<file path="config.mk">
export PLATFORM = sky130hd
export DESIGN_NAME = intr_notify_gen
export DESIGN_NICKNAME = d
export VERILOG_FILES = /design/src/rtl/inr_pkg.sv /design/src/rtl/inr_regs.sv /design/src/rtl/inr_fifo.sv /design/src/rtl/inr_sender.sv /design/src/rtl/intr_notify_gen.sv
export SDC_FILE = /design/constraint.sdc
export NUM_CORES = 1
export LEC_CHECK = 0
export BUFFER_PORTS_ARGS = -buffer_cell sky130_fd_sc_hd__buf_2
export CAP_MARGIN = 15
export CORE_UTILIZATION = 61
export DETAILED_ROUTE_END_ITERATION = 6
export PLACE_DENSITY = 0.93
export RECOVER_POWER = 25
export SLEW_MARGIN = 20
export SYNTH_ARGS = -nofsm -noshare
export SYNTH_HDL_FRONTEND = slang
export SYNTH_SLANG_ARGS = --single-unit
export TNS_END_PERCENT = 20
</file>
<file path="constraint.sdc">
create_clock -name clk_i -period 4.5 [get_ports clk_i]
set_input_delay 0.675 -clock clk_i [delete_from_list [all_inputs] [get_ports clk_i]]
set_output_delay 0.675 -clock clk_i [all_outputs]
set_load 0.02 [all_outputs]
</file>
<file path="src/rtl/inr_pkg.sv">
package inr_pkg;
  localparam logic [7:0] OFF_SPARE0 = 8'h20;
  localparam logic [7:0] OFF_SPARE1 = 8'h28;
  localparam logic [7:0] OFF_CTRL   = 8'h58;
  localparam logic [7:0] OFF_PAGE   = 8'h60;
  localparam logic [7:0] OFF_NADDR  = 8'h68;
  localparam logic [7:0] OFF_IOFF   = 8'h70;
  localparam logic [7:0] OFF_LEVEL  = 8'h78;

  localparam int unsigned LEGACY_BIT = 63;
  localparam int unsigned SRST_BIT   = 62;
  localparam int unsigned VALID_BIT  = 63;

  typedef enum logic [1:0] {SND_IDLE, SND_REQ, SND_WAIT} snd_state_e;

  // most significant byte goes to lane 0
  function automatic logic [63:0] be_lanes(input logic [63:0] v);
    logic [63:0] r;
    for (int i = 0; i < 8; i++) r[8*i +: 8] = v[8*(7-i) +: 8];
    return r;
  endfunction
endpackage

</file>
<file path="src/rtl/inr_regs.sv">
module inr_regs
  import inr_pkg::*;
#(
  parameter int unsigned NUM_SRC = 14,
  parameter int unsigned SRC_W   = 4,
  parameter int unsigned REG_AW  = 8
) (
  input  logic              clk_i,
  input  logic              rst_ni,
  input  logic              req_i,
  input  logic              we_i,
  input  logic [REG_AW-1:0] addr_i,
  input  logic [63:0]       wdata_i,
  output logic [63:0]       rdata_o,
  output logic              err_o,
  input  logic              lvl_evt_i,
  input  logic [SRC_W-1:0]  lvl_src_i,
  input  logic              lvl_state_i,
  output logic              legacy_o,
  output logic              src_reset_o,
  output logic [63:0]       naddr_o,
  output logic [31:0]       ioff_o,
  output logic              page_map_o,
  output logic [63:0]       page_addr_o
);
  logic [63:0] ctrl_q, page_q, naddr_q, ioff_q, level_q, page_addr_q;
  logic        wr_en, sel_ctrl, sel_page, sel_naddr, sel_ioff;
  logic [5:0]  lvl_bit;
  logic        lvl_ok;

  assign wr_en     = req_i & we_i;
  assign sel_ctrl  = addr_i == REG_AW'(OFF_CTRL);
  assign sel_page  = addr_i == REG_AW'(OFF_PAGE);
  assign sel_naddr = addr_i == REG_AW'(OFF_NADDR);
  assign sel_ioff  = addr_i == REG_AW'(OFF_IOFF);

  assign src_reset_o = wr_en & sel_ctrl & wdata_i[SRST_BIT];
  assign lvl_bit     = 6'd63 - 6'(lvl_src_i);
  assign lvl_ok      = lvl_evt_i & ~ctrl_q[LEGACY_BIT] & (32'(lvl_src_i) < NUM_SRC);

  always_ff @(posedge clk_i or negedge rst_ni) begin
    if (!rst_ni) begin
      ctrl_q      <= '0;
      page_q      <= '0;
      naddr_q     <= '0;
      ioff_q      <= '0;
      page_addr_q <= '0;
    end else if (wr_en) begin
      if (sel_ctrl)  ctrl_q  <= wdata_i;
      if (sel_naddr) naddr_q <= wdata_i;
      if (sel_ioff)  ioff_q  <= wdata_i;
      if (sel_page) begin
        page_q <= wdata_i;
        // remap only on an invalid-to-valid transition
        if (wdata_i[VALID_BIT] && !page_q[VALID_BIT])
          page_addr_q <= {1'b0, wdata_i[62:0]};
      end
    end
  end

  always_ff @(posedge clk_i or negedge rst_ni) begin
    if (!rst_ni)          level_q <= '0;
    else if (src_reset_o) level_q <= '0;
    else if (lvl_ok)      level_q[lvl_bit] <= lvl_state_i;
  end

  always_comb begin
    rdata_o = '0;
    err_o   = 1'b0;
    if (req_i && !we_i) begin
      case (addr_i)
        REG_AW'(OFF_SPARE0), REG_AW'(OFF_SPARE1): rdata_o = '0;
        REG_AW'(OFF_CTRL):  rdata_o = ctrl_q;
        REG_AW'(OFF_PAGE):  rdata_o = page_q;
        REG_AW'(OFF_NADDR): rdata_o = naddr_q;
        REG_AW'(OFF_IOFF):  rdata_o = ioff_q;
        REG_AW'(OFF_LEVEL): rdata_o = level_q;
        default: begin
          rdata_o = '1;
          err_o   = 1'b1;
        end
      endcase
    end
  end

  assign legacy_o    = ctrl_q[LEGACY_BIT];
  assign naddr_o     = naddr_q;
  assign ioff_o      = ioff_q[63:32];
  assign page_map_o  = page_q[VALID_BIT];
  assign page_addr_o = page_addr_q;
endmodule

</file>
<file path="src/rtl/inr_fifo.sv">
module inr_fifo #(
  parameter int unsigned DEPTH = 4,
  parameter int unsigned W     = 4
) (
  input  logic         clk_i,
  input  logic         rst_ni,
  input  logic         push_i,
  input  logic [W-1:0] din_i,
  input  logic         pop_i,
  input  logic         flush_i,
  output logic [W-1:0] dout_o,
  output logic         empty_o,
  output logic         full_o
);
  localparam int unsigned PW = (DEPTH > 1) ? $clog2(DEPTH) : 1;
  localparam int unsigned CW = $clog2(DEPTH + 1);

  logic [W-1:0]  mem_q [DEPTH];
  logic [PW-1:0] wr_ptr_q, rd_ptr_q;
  logic [CW-1:0] cnt_q;
  logic          push_ok, pop_ok;

  assign empty_o = cnt_q == '0;
  assign full_o  = cnt_q == CW'(DEPTH);
  assign push_ok = push_i & ~full_o;
  assign pop_ok  = pop_i & ~empty_o;
  assign dout_o  = mem_q[rd_ptr_q];

  function automatic logic [PW-1:0] nxt(input logic [PW-1:0] p);
    return (p == PW'(DEPTH - 1)) ? '0 : p + 1'b1;
  endfunction

  for (genvar g = 0; g < DEPTH; g++) begin : g_slot
    always_ff @(posedge clk_i or negedge rst_ni) begin
      if (!rst_ni)                              mem_q[g] <= '0;
      else if (push_ok && wr_ptr_q == PW'(g))   mem_q[g] <= din_i;
    end
  end

  always_ff @(posedge clk_i or negedge rst_ni) begin
    if (!rst_ni) begin
      wr_ptr_q <= '0;
      rd_ptr_q <= '0;
      cnt_q    <= '0;
    end else if (flush_i) begin
      wr_ptr_q <= '0;
      rd_ptr_q <= '0;
      cnt_q    <= '0;
    end else begin
      if (push_ok) wr_ptr_q <= nxt(wr_ptr_q);
      if (pop_ok)  rd_ptr_q <= nxt(rd_ptr_q);
      case ({push_ok, pop_ok})
        2'b10:   cnt_q <= cnt_q + 1'b1;
        2'b01:   cnt_q <= cnt_q - 1'b1;
        default: cnt_q <= cnt_q;
      endcase
    end
  end
endmodule

</file>
<file path="src/rtl/inr_sender.sv">
module inr_sender
  import inr_pkg::*;
#(
  parameter int unsigned SRC_W     = 4,
  parameter logic [63:0] TRIG_FLAG = 64'h0
) (
  input  logic             clk_i,
  input  logic             rst_ni,
  input  logic             q_empty_i,
  input  logic [SRC_W-1:0] q_src_i,
  output logic             q_pop_o,
  input  logic             legacy_i,
  input  logic [63:0]      naddr_i,
  input  logic [31:0]      ioff_i,
  output logic             wr_req_o,
  output logic [63:0]      wr_addr_o,
  output logic [63:0]      wr_data_o,
  input  logic             wr_ready_i,
  input  logic             wr_rsp_valid_i,
  input  logic             wr_rsp_err_i,
  output logic             err_sticky_o
);
  snd_state_e  state_q;
  logic [63:0] addr_q, data_q, word;
  logic        err_q, go;

  assign word    = TRIG_FLAG | {32'b0, ioff_i} | 64'(q_src_i);
  assign q_pop_o = (state_q == SND_IDLE) & ~q_empty_i;
  // entries whose conditions lapsed while queued are dropped
  assign go      = q_pop_o & naddr_i[VALID_BIT] & ~legacy_i;

  always_ff @(posedge clk_i or negedge rst_ni) begin
    if (!rst_ni) begin
      state_q <= SND_IDLE;
      addr_q  <= '0;
      data_q  <= '0;
      err_q   <= 1'b0;
    end else begin
      case (state_q)
        SND_IDLE: if (go) begin
          addr_q  <= {1'b0, naddr_i[62:0]};
          data_q  <= be_lanes(word);
          state_q <= SND_REQ;
        end
        SND_REQ:  if (wr_ready_i) state_q <= SND_WAIT;
        SND_WAIT: if (wr_rsp_valid_i) begin
          if (wr_rsp_err_i) err_q <= 1'b1;
          state_q <= SND_IDLE;
        end
        default:  state_q <= SND_IDLE;
      endcase
    end
  end

  assign wr_req_o     = state_q == SND_REQ;
  assign wr_addr_o    = addr_q;
  assign wr_data_o    = data_q;
  assign err_sticky_o = err_q;
endmodule

</file>
<file path="src/rtl/intr_notify_gen.sv">
module intr_notify_gen #(
  parameter int unsigned NUM_SRC    = 14,
  parameter int unsigned FIFO_DEPTH = 4,
  parameter int unsigned REG_AW     = 8,
  parameter logic [63:0] TRIG_FLAG  = 64'h0,
  localparam int unsigned SRC_W     = (NUM_SRC > 1) ? $clog2(NUM_SRC) : 1
) (
  input  logic              clk_i,
  input  logic              rst_ni,
  input  logic              reg_req_i,
  input  logic              reg_we_i,
  input  logic [REG_AW-1:0] reg_addr_i,
  input  logic [63:0]       reg_wdata_i,
  output logic [63:0]       reg_rdata_o,
  output logic              reg_err_o,
  input  logic              lvl_evt_i,
  input  logic [SRC_W-1:0]  lvl_src_i,
  input  logic              lvl_state_i,
  input  logic              trig_valid_i,
  input  logic [SRC_W-1:0]  trig_src_i,
  output logic              wr_req_o,
  output logic [63:0]       wr_addr_o,
  output logic [63:0]       wr_data_o,
  input  logic              wr_ready_i,
  input  logic              wr_rsp_valid_i,
  input  logic              wr_rsp_err_i,
  output logic              err_sticky_o,
  output logic              page_map_o,
  output logic [63:0]       page_addr_o
);
  logic              legacy, src_reset;
  logic [63:0]       naddr;
  logic [31:0]       ioff;
  logic              q_push, q_pop, q_empty, q_full;
  logic [SRC_W-1:0]  q_src;

  inr_regs #(.NUM_SRC(NUM_SRC), .SRC_W(SRC_W), .REG_AW(REG_AW)) i_regs (
    .clk_i, .rst_ni,
    .req_i(reg_req_i), .we_i(reg_we_i), .addr_i(reg_addr_i), .wdata_i(reg_wdata_i),
    .rdata_o(reg_rdata_o), .err_o(reg_err_o),
    .lvl_evt_i, .lvl_src_i, .lvl_state_i,
    .legacy_o(legacy), .src_reset_o(src_reset), .naddr_o(naddr), .ioff_o(ioff),
    .page_map_o, .page_addr_o
  );

  assign q_push = trig_valid_i & naddr[63] & ~legacy & ~src_reset
                & (32'(trig_src_i) < NUM_SRC);

  inr_fifo #(.DEPTH(FIFO_DEPTH), .W(SRC_W)) i_fifo (
    .clk_i, .rst_ni,
    .push_i(q_push), .din_i(trig_src_i), .pop_i(q_pop), .flush_i(src_reset),
    .dout_o(q_src), .empty_o(q_empty), .full_o(q_full)
  );

  inr_sender #(.SRC_W(SRC_W), .TRIG_FLAG(TRIG_FLAG)) i_sender (
    .clk_i, .rst_ni,
    .q_empty_i(q_empty), .q_src_i(q_src), .q_pop_o(q_pop),
    .legacy_i(legacy), .naddr_i(naddr), .ioff_i(ioff),
    .wr_req_o, .wr_addr_o, .wr_data_o, .wr_ready_i, .wr_rsp_valid_i, .wr_rsp_err_i,
    .err_sticky_o
  );

  logic unused_full;
  assign unused_full = q_full;
endmodule

</file>
==> impl_metrics.env, run 1 <==
export IMPL_holdPathStages=2
export IMPL_clock_root_buffer="clkbuf_16"
export IMPL_clk_pin_slew_ns=0.06
export IMPL_final_nets=1822
export IMPL_placed_cell_area_um2=21780
export IMPL_pre_cts_ws_ns=0.9743
export IMPL_min_path_type="input port to register"
export IMPL_clock_path_buffers=3
export IMPL_p_per_area_nw_per_um2=396.1
export IMPL_yosys_area_top_type="dfrtp_1"
export IMPL_cp_start_kind="input port"
export IMPL_syn_area_um2=19940
export IMPL_synth_common_cells="dfrtp_1, mux2_2, a22oi_1, o22ai_1, buf_4"
export IMPL_status="complete, but fails checks"
export IMPL_path_cells="buf_2 -> nor4bb_4 -> buf_4 -> a22oi_1 -> o22ai_1 -> or2_1 -> buf_2"
export IMPL_dr_total_vias=13741
export IMPL_grt_total_usage=0.3170
export IMPL_grt_setup_unrepaired="no"
export IMPL_dieArea_um2=33420
export IMPL_antenna_found_initial=3
export IMPL_min_period_over_period=0.8086
export IMPL_final_max_slew_viol_count=112
export IMPL_p_leak_nw=12.17
export IMPL_die_x_um=182.8
export IMPL_crit_family="buffers and inverters"
export IMPL_crit_path_end_kind="output port"
export IMPL_grt_pass1_vias=14373
export IMPL_io_buffer_count=315
export IMPL_rows=65
export IMPL_setup_ws_ns=0.8614
export IMPL_vias_per_cell=6.254
export IMPL_ys_flop_type="dfrtp_1"
export IMPL_worstRegToRegCells=8
export IMPL_cts_htree_levels=2
export IMPL_cts_resized=0
export IMPL_final_hold_violation_count=0
export IMPL_avgSynthCellArea_um2=13.80
export IMPL_ys_warn_count=0
export IMPL_gp_congestion=0.8162
export IMPL_drc_errors=0
export IMPL_synth_most_common_cell="dfrtp_1"
export IMPL_dp_cells=2111
export IMPL_critPathArrivalTime_ns=2.96
export IMPL_reg2reg_to="i_fifo.cnt_q[2]"
export IMPL_max_clock_freq_mhz=274.8
export IMPL_min_from="wr_ready_i"
export IMPL_routed_wl_um=52400
export IMPL_rrSetupSlack_ns=1.75
export IMPL_drt_iter0_drc=1065
export IMPL_syn_inst=1445
export IMPL_dp_hpwl_um=32460
export IMPL_crit_path_max_fanout=43
export IMPL_die_h_um=182.8
export IMPL_cts_num_sinks=456
export IMPL_cpMostUsedCell="buf_2"
export IMPL_async_reset_ff_frac=1.000
export IMPL_worst_pin_slew_ns=2.866
export IMPL_synth_top_cells_by_area="dfrtp_1, mux2_2, a22oi_1, o22ai_1, buf_4"
export IMPL_drive_gt1_frac=0.5045
export IMPL_maxCapViolCount=1
export IMPL_nFillCells=1952
export IMPL_ir_worst_vdd_mv=0.2968
export IMPL_gr_total_overflow=0
export IMPL_synth_edf_count=0
export IMPL_holdWs_ns=0.3266
export IMPL_coreArea_um2=31880
export IMPL_final_area_um2=23430
export IMPL_worstPathRequired_ns=3.83
export IMPL_crit_path_top_delay_cell="buf_2"
export IMPL_cts_tree="built"
export IMPL_synth_cell_types=45
export IMPL_skew_ns=0.02028
export IMPL_initial_utilization=0.6256
export IMPL_fin_crit_ns=3.639
export IMPL_synth_seq_cells=456
export IMPL_grt_pass1_wl_um=81660
export IMPL_cts_setup_buffers=0
export IMPL_failed_checks="capacitance limit, slew limit"
export IMPL_hold_end="i_sender.state_q[0]"
export IMPL_max_stage_delay_ns=0.55
export IMPL_slew_headroom=-0.9104
export IMPL_utilization=0.7348
export IMPL_routedWlPerCell_um=23.85
export IMPL_yosysSeqAreaShare=0.5721
export IMPL_antenna_left=0
export IMPL_grt_max_degree=115
export IMPL_synthToLayoutAreaGrowth_pct=17.45
export IMPL_setup_violations=0
export IMPL_worstReg2RegStart="i_regs.ctrl_q[63]"
export IMPL_synth_top_area_frac=0.5721
export IMPL_power_mw=9.280
export IMPL_setup_tns_ns=0
export IMPL_numCtsBuffers=46
export IMPL_instances_no_fill=2197
export IMPL_drt_first_pass_iters=5
export IMPL_pin_count=350
export IMPL_clk_latency_ns=0.55
export IMPL_hold_buffers=0
export IMPL_path_buf_inv=3
export IMPL_crit_type="input port to output port"
placed cells by master, fill, tap and decap left out, types with 19 or more instances in the layout:
| cell | Yosys | final |
|---|---|---|
| a21oi_1 | 27 | 27 |
| a22oi_1 | 96 | 96 |
| mux2i_1 | 26 | 26 |
| conb_1 | 1 | 34 |
| o22ai_1 | 64 | 64 |
| nor2_1 | 19 | 19 |
| nand2_1 | 28 | 26 |
| clkbuf_16 | 0 | 46 |
| mux2_2 | 441 | 441 |
| buf_2 | 42 | 314 |
| or2_1 | 40 | 40 |
| dfrtp_1 | 456 | 456 |
area by class of cell:
type | count | area [um^2] | share of cell area
diodes | 2 | 5.005 | 0.0002137
clock buffers | 59 | 1300 | 0.05550
clock inverters | 24 | 317.8 | 0.01357
inverters | 7 | 26.28 | 0.001122
multi-input cells | 876 | 7951 | 0.3394
flip-flops and latches | 456 | 11410 | 0.4871
well taps | 435 | 544.3 | 0.02323
repair buffers | 338 | 1869 | 0.07980
routing by layer:
metal / wire length [um] / global-route usage / vias up
met4: 2310 / 0.1537 / 2
met1: 20470 / 0.4095 / 7116
li1: - / - / 5781
met5: 15 / 0 / -
met3: 3763 / 0.05540 / 168
met2: 25830 / 0.5227 / 674
state kept, by name, summed over array words and instances (netlist names), 3 cells and up:
name / flops
i_sender.wr_addr_o: 63
i_fifo.cnt_q: 3
i_sender.wr_data_o: 32
i_fifo.mem_q: 16
i_regs.ctrl_q: 64
i_regs.page_q: 64
i_regs.naddr_o: 64
i_regs.ioff_q: 64
i_regs.page_addr_o: 63
i_regs.level_q: 16
power breakdown:
group	leakage [nW]	internal [mW]	switching [mW]
Combinational	5.06	0.321	0.507
Clock	0.813	2.45	1.60
Sequential	6.30	4.26	0.143
worst max path at each step:
stage | startpoint | to | slack [ns] | depth (start not counted)
after floorplan | reg_addr_i[1] | reg_rdata_o[39] | 1.61 | 5
after global placement | reg_addr_i[5] | reg_rdata_o[0] | 1.00 | 7
after detailed placement | reg_addr_i[4] | i_fifo.cnt_q[2] | 0.97 | 10
after CTS | reg_addr_i[5] | reg_rdata_o[15] | 0.91 | 7
after global routing | rst_ni | i_regs.page_q[48] | 0.75 | 2
final | reg_addr_i[5] | reg_rdata_o[31] | 0.86 | 7
worst register-to-register path, stage by stage (launching register included):
cell and delay (ns):
dfrtp_1 0.47, nand2b_1 0.25, a2111oi_4 0.55, nand2_1 0.11, ha_1 0.26, fa_1 0.42, xnor2_1 0.15, or3_1 0.30
a21oi_1 0.14
cells by family (layout without fill, tap and decap cells):
logic type	after synthesis	in the layout	share of synthesized area
compound gates	214	214	0.07422
simple gates	148	148	0.04172
xor+xnor	2	2	0.0008785
flops	456	456	0.5721
mux	471	471	0.2666
buf+inv	146	428	0.03952
fa+ha+maj	7	7	0.004768
other cells	1	36	0.0001880
Note: power is estimated with default switching activity, not from simulation.
==> run 2: changes to the inputs <==
--- a/config.mk
+++ b/config.mk
@@ -7,9 +7,9 @@
 export LEC_CHECK = 0
 export BUFFER_PORTS_ARGS = -buffer_cell sky130_fd_sc_hd__buf_2
 export CAP_MARGIN = 15
-export CORE_UTILIZATION = 61
+export CORE_UTILIZATION = 56
 export DETAILED_ROUTE_END_ITERATION = 6
-export PLACE_DENSITY = 0.93
+export PLACE_DENSITY = 0.87
 export RECOVER_POWER = 25
 export SLEW_MARGIN = 20
 export SYNTH_ARGS = -nofsm -noshare
==> constraint.sdc (replaced) <==
create_clock -name clk_i -period 3.8 [get_ports clk_i]
set_input_delay 0.57 -clock clk_i [delete_from_list [all_inputs] [get_ports clk_i]]
set_output_delay 0.57 -clock clk_i [all_outputs]
set_load 0.02 [all_outputs]
==> impl_metrics.env, run 2 (synthesized netlist as in run 1, its figures left out) <==
export IMPL_vias_per_cell=6.081
export IMPL_grt_total_usage=0.2815
export IMPL_clock_root_buffer="clkbuf_16"
export IMPL_layout_commonest_cell="dfrtp_1"
export IMPL_min_path_type="input port to register"
export IMPL_worstPathRequired_ns=3.23
export IMPL_p_per_area_nw_per_um2=453.4
export IMPL_hold_end="i_sender.state_q[0]"
export IMPL_final_max_slew_viol_count=93
export IMPL_grt_pass1_wl_um=79200
export IMPL_holdWs_ns=0.2281
export IMPL_dieArea_um2=36370
export IMPL_antenna_left=0
export IMPL_crit_type="input port to output port"
export IMPL_synthToLayoutAreaGrowth_pct=17.52
export IMPL_ir_worst_vdd_mv=0.3597
export IMPL_initial_utilization=0.5731
export IMPL_routed_wl_um=50900
export IMPL_routedWlPerCell_um=22.88
export IMPL_cts_setup_buffers=0
export IMPL_min_from="wr_ready_i"
export IMPL_fin_crit_ns=3.301
export IMPL_path_cells="buf_2 -> nor4bb_4 -> buf_12 -> a22oi_1 -> o22ai_1 -> or2_2 -> buf_2"
export IMPL_drt_iter0_drc=936
export IMPL_worst_pin_slew_ns=2.601
export IMPL_skew_ns=0.02732
export IMPL_max_clock_freq_mhz=302.9
export IMPL_slew_headroom=-0.7340
export IMPL_placed_cell_area_um2=21950
export IMPL_cp_start_kind="input port"
export IMPL_clock_path_buffers=3
export IMPL_clk_latency_ns=0.57
export IMPL_min_period_over_period=0.8687
export IMPL_grt_setup_unrepaired="no"
export IMPL_cts_num_sinks=456
export IMPL_holdPathStages=2
export IMPL_critPathArrivalTime_ns=2.73
export IMPL_grt_pass1_vias=14010
export IMPL_cts_htree_levels=2
export IMPL_io_buffer_count=315
export IMPL_antenna_found_initial=6
export IMPL_dr_total_vias=13531
export IMPL_crit_path_max_fanout=43
export IMPL_failed_checks="capacitance limit, slew limit"
export IMPL_rrSetupSlack_ns=1.06
export IMPL_pin_count=350
export IMPL_p_leak_nw=12.15
export IMPL_dp_hpwl_um=33130
export IMPL_reg2reg_to="i_fifo.cnt_q[2]"
export IMPL_cpMostUsedCell="buf_2"
export IMPL_final_nets=1831
export IMPL_power_mw=10.63
export IMPL_drc_errors=0
export IMPL_cts_tree="built"
export IMPL_rows=68
export IMPL_cts_resized=0
export IMPL_drive_gt1_frac=0.4986
export IMPL_crit_path_top_delay_cell="nor4bb_4"
export IMPL_worstReg2RegStart="i_regs.ctrl_q[63]"
export IMPL_hold_buffers=0
export IMPL_worstRegToRegCells=8
export IMPL_gr_total_overflow=0
export IMPL_final_cell_mix="dfrtp_1, mux2_2, buf_2"
export IMPL_final_hold_violation_count=0
export IMPL_coreArea_um2=34800
export IMPL_grt_max_degree=97
export IMPL_drt_first_pass_iters=5
export IMPL_final_area_um2=23440
export IMPL_utilization=0.6736
export IMPL_setup_violations=0
export IMPL_gp_congestion=0.8413
export IMPL_clk_pin_slew_ns=0.06
export IMPL_status="complete, but fails checks"
export IMPL_maxCapViolCount=1
export IMPL_die_x_um=190.7
export IMPL_numCtsBuffers=47
export IMPL_setup_tns_ns=0
export IMPL_die_h_um=190.7
export IMPL_max_stage_delay_ns=0.61
export IMPL_crit_path_end_kind="output port"
==> run 2: routing by layer <==
metal,track usage,up-vias,part of all wire,routed length (um)
li1,-,5779,-,-
met2,0.4660,575,0.49,25030
met3,0.05061,121,0.065,3318
met1,0.3728,7050,0.41,20920
met4,0.1000,6,0.031,1592
met5,0,-,0.00073,37
==> run 2: final cells by class <==
class | count | area [um^2]
flip-flops and latches | 456 | 11410
fillers | 2445 | 11360
multi-input cells | 876 | 7939
repair buffers | 346 | 1989
clock buffers | 71 | 1388
well taps | 455 | 569.3
clock inverters | 11 | 108.9
inverters | 7 | 26.28
diodes | 3 | 7.507
==> run 2: report_power, final <==
group | leakage [nW] | internal (mW) | switching, mW
Combinational | 5.11 | 0.381 | 0.579
Sequential | 6.30 | 5.04 | 0.167
Clock | 0.735 | 2.59 | 1.87
Total | 12.1 | 8.01 | 2.62
==> run 2: worst max-delay path: cells and delay by family <==
kind            cells  cell delay (ns)
simple gates        2             0.77
buf+inv             3             0.91
compound gates      2             0.43
==> run 2: metrics by stage <==
stage               std cells  worst slack [ns]
finish                   2225            0.4988
global route             2224            0.4251
CTS                      2222            0.5438
detailed placement       2140            0.5523
global placement         2140            0.5785
floorplan                1478             1.122
==> run 2: worst max path at each step <==
stage	start	to
after global routing	rst_ni	i_fifo.wr_ptr_q[0]
after global placement	reg_addr_i[4]	reg_rdata_o[1]
after floorplan	reg_addr_i[1]	reg_rdata_o[39]
after CTS	reg_addr_i[1]	reg_rdata_o[1]
final	reg_addr_i[4]	reg_rdata_o[6]
after detailed placement	reg_addr_i[1]	reg_rdata_o[1]
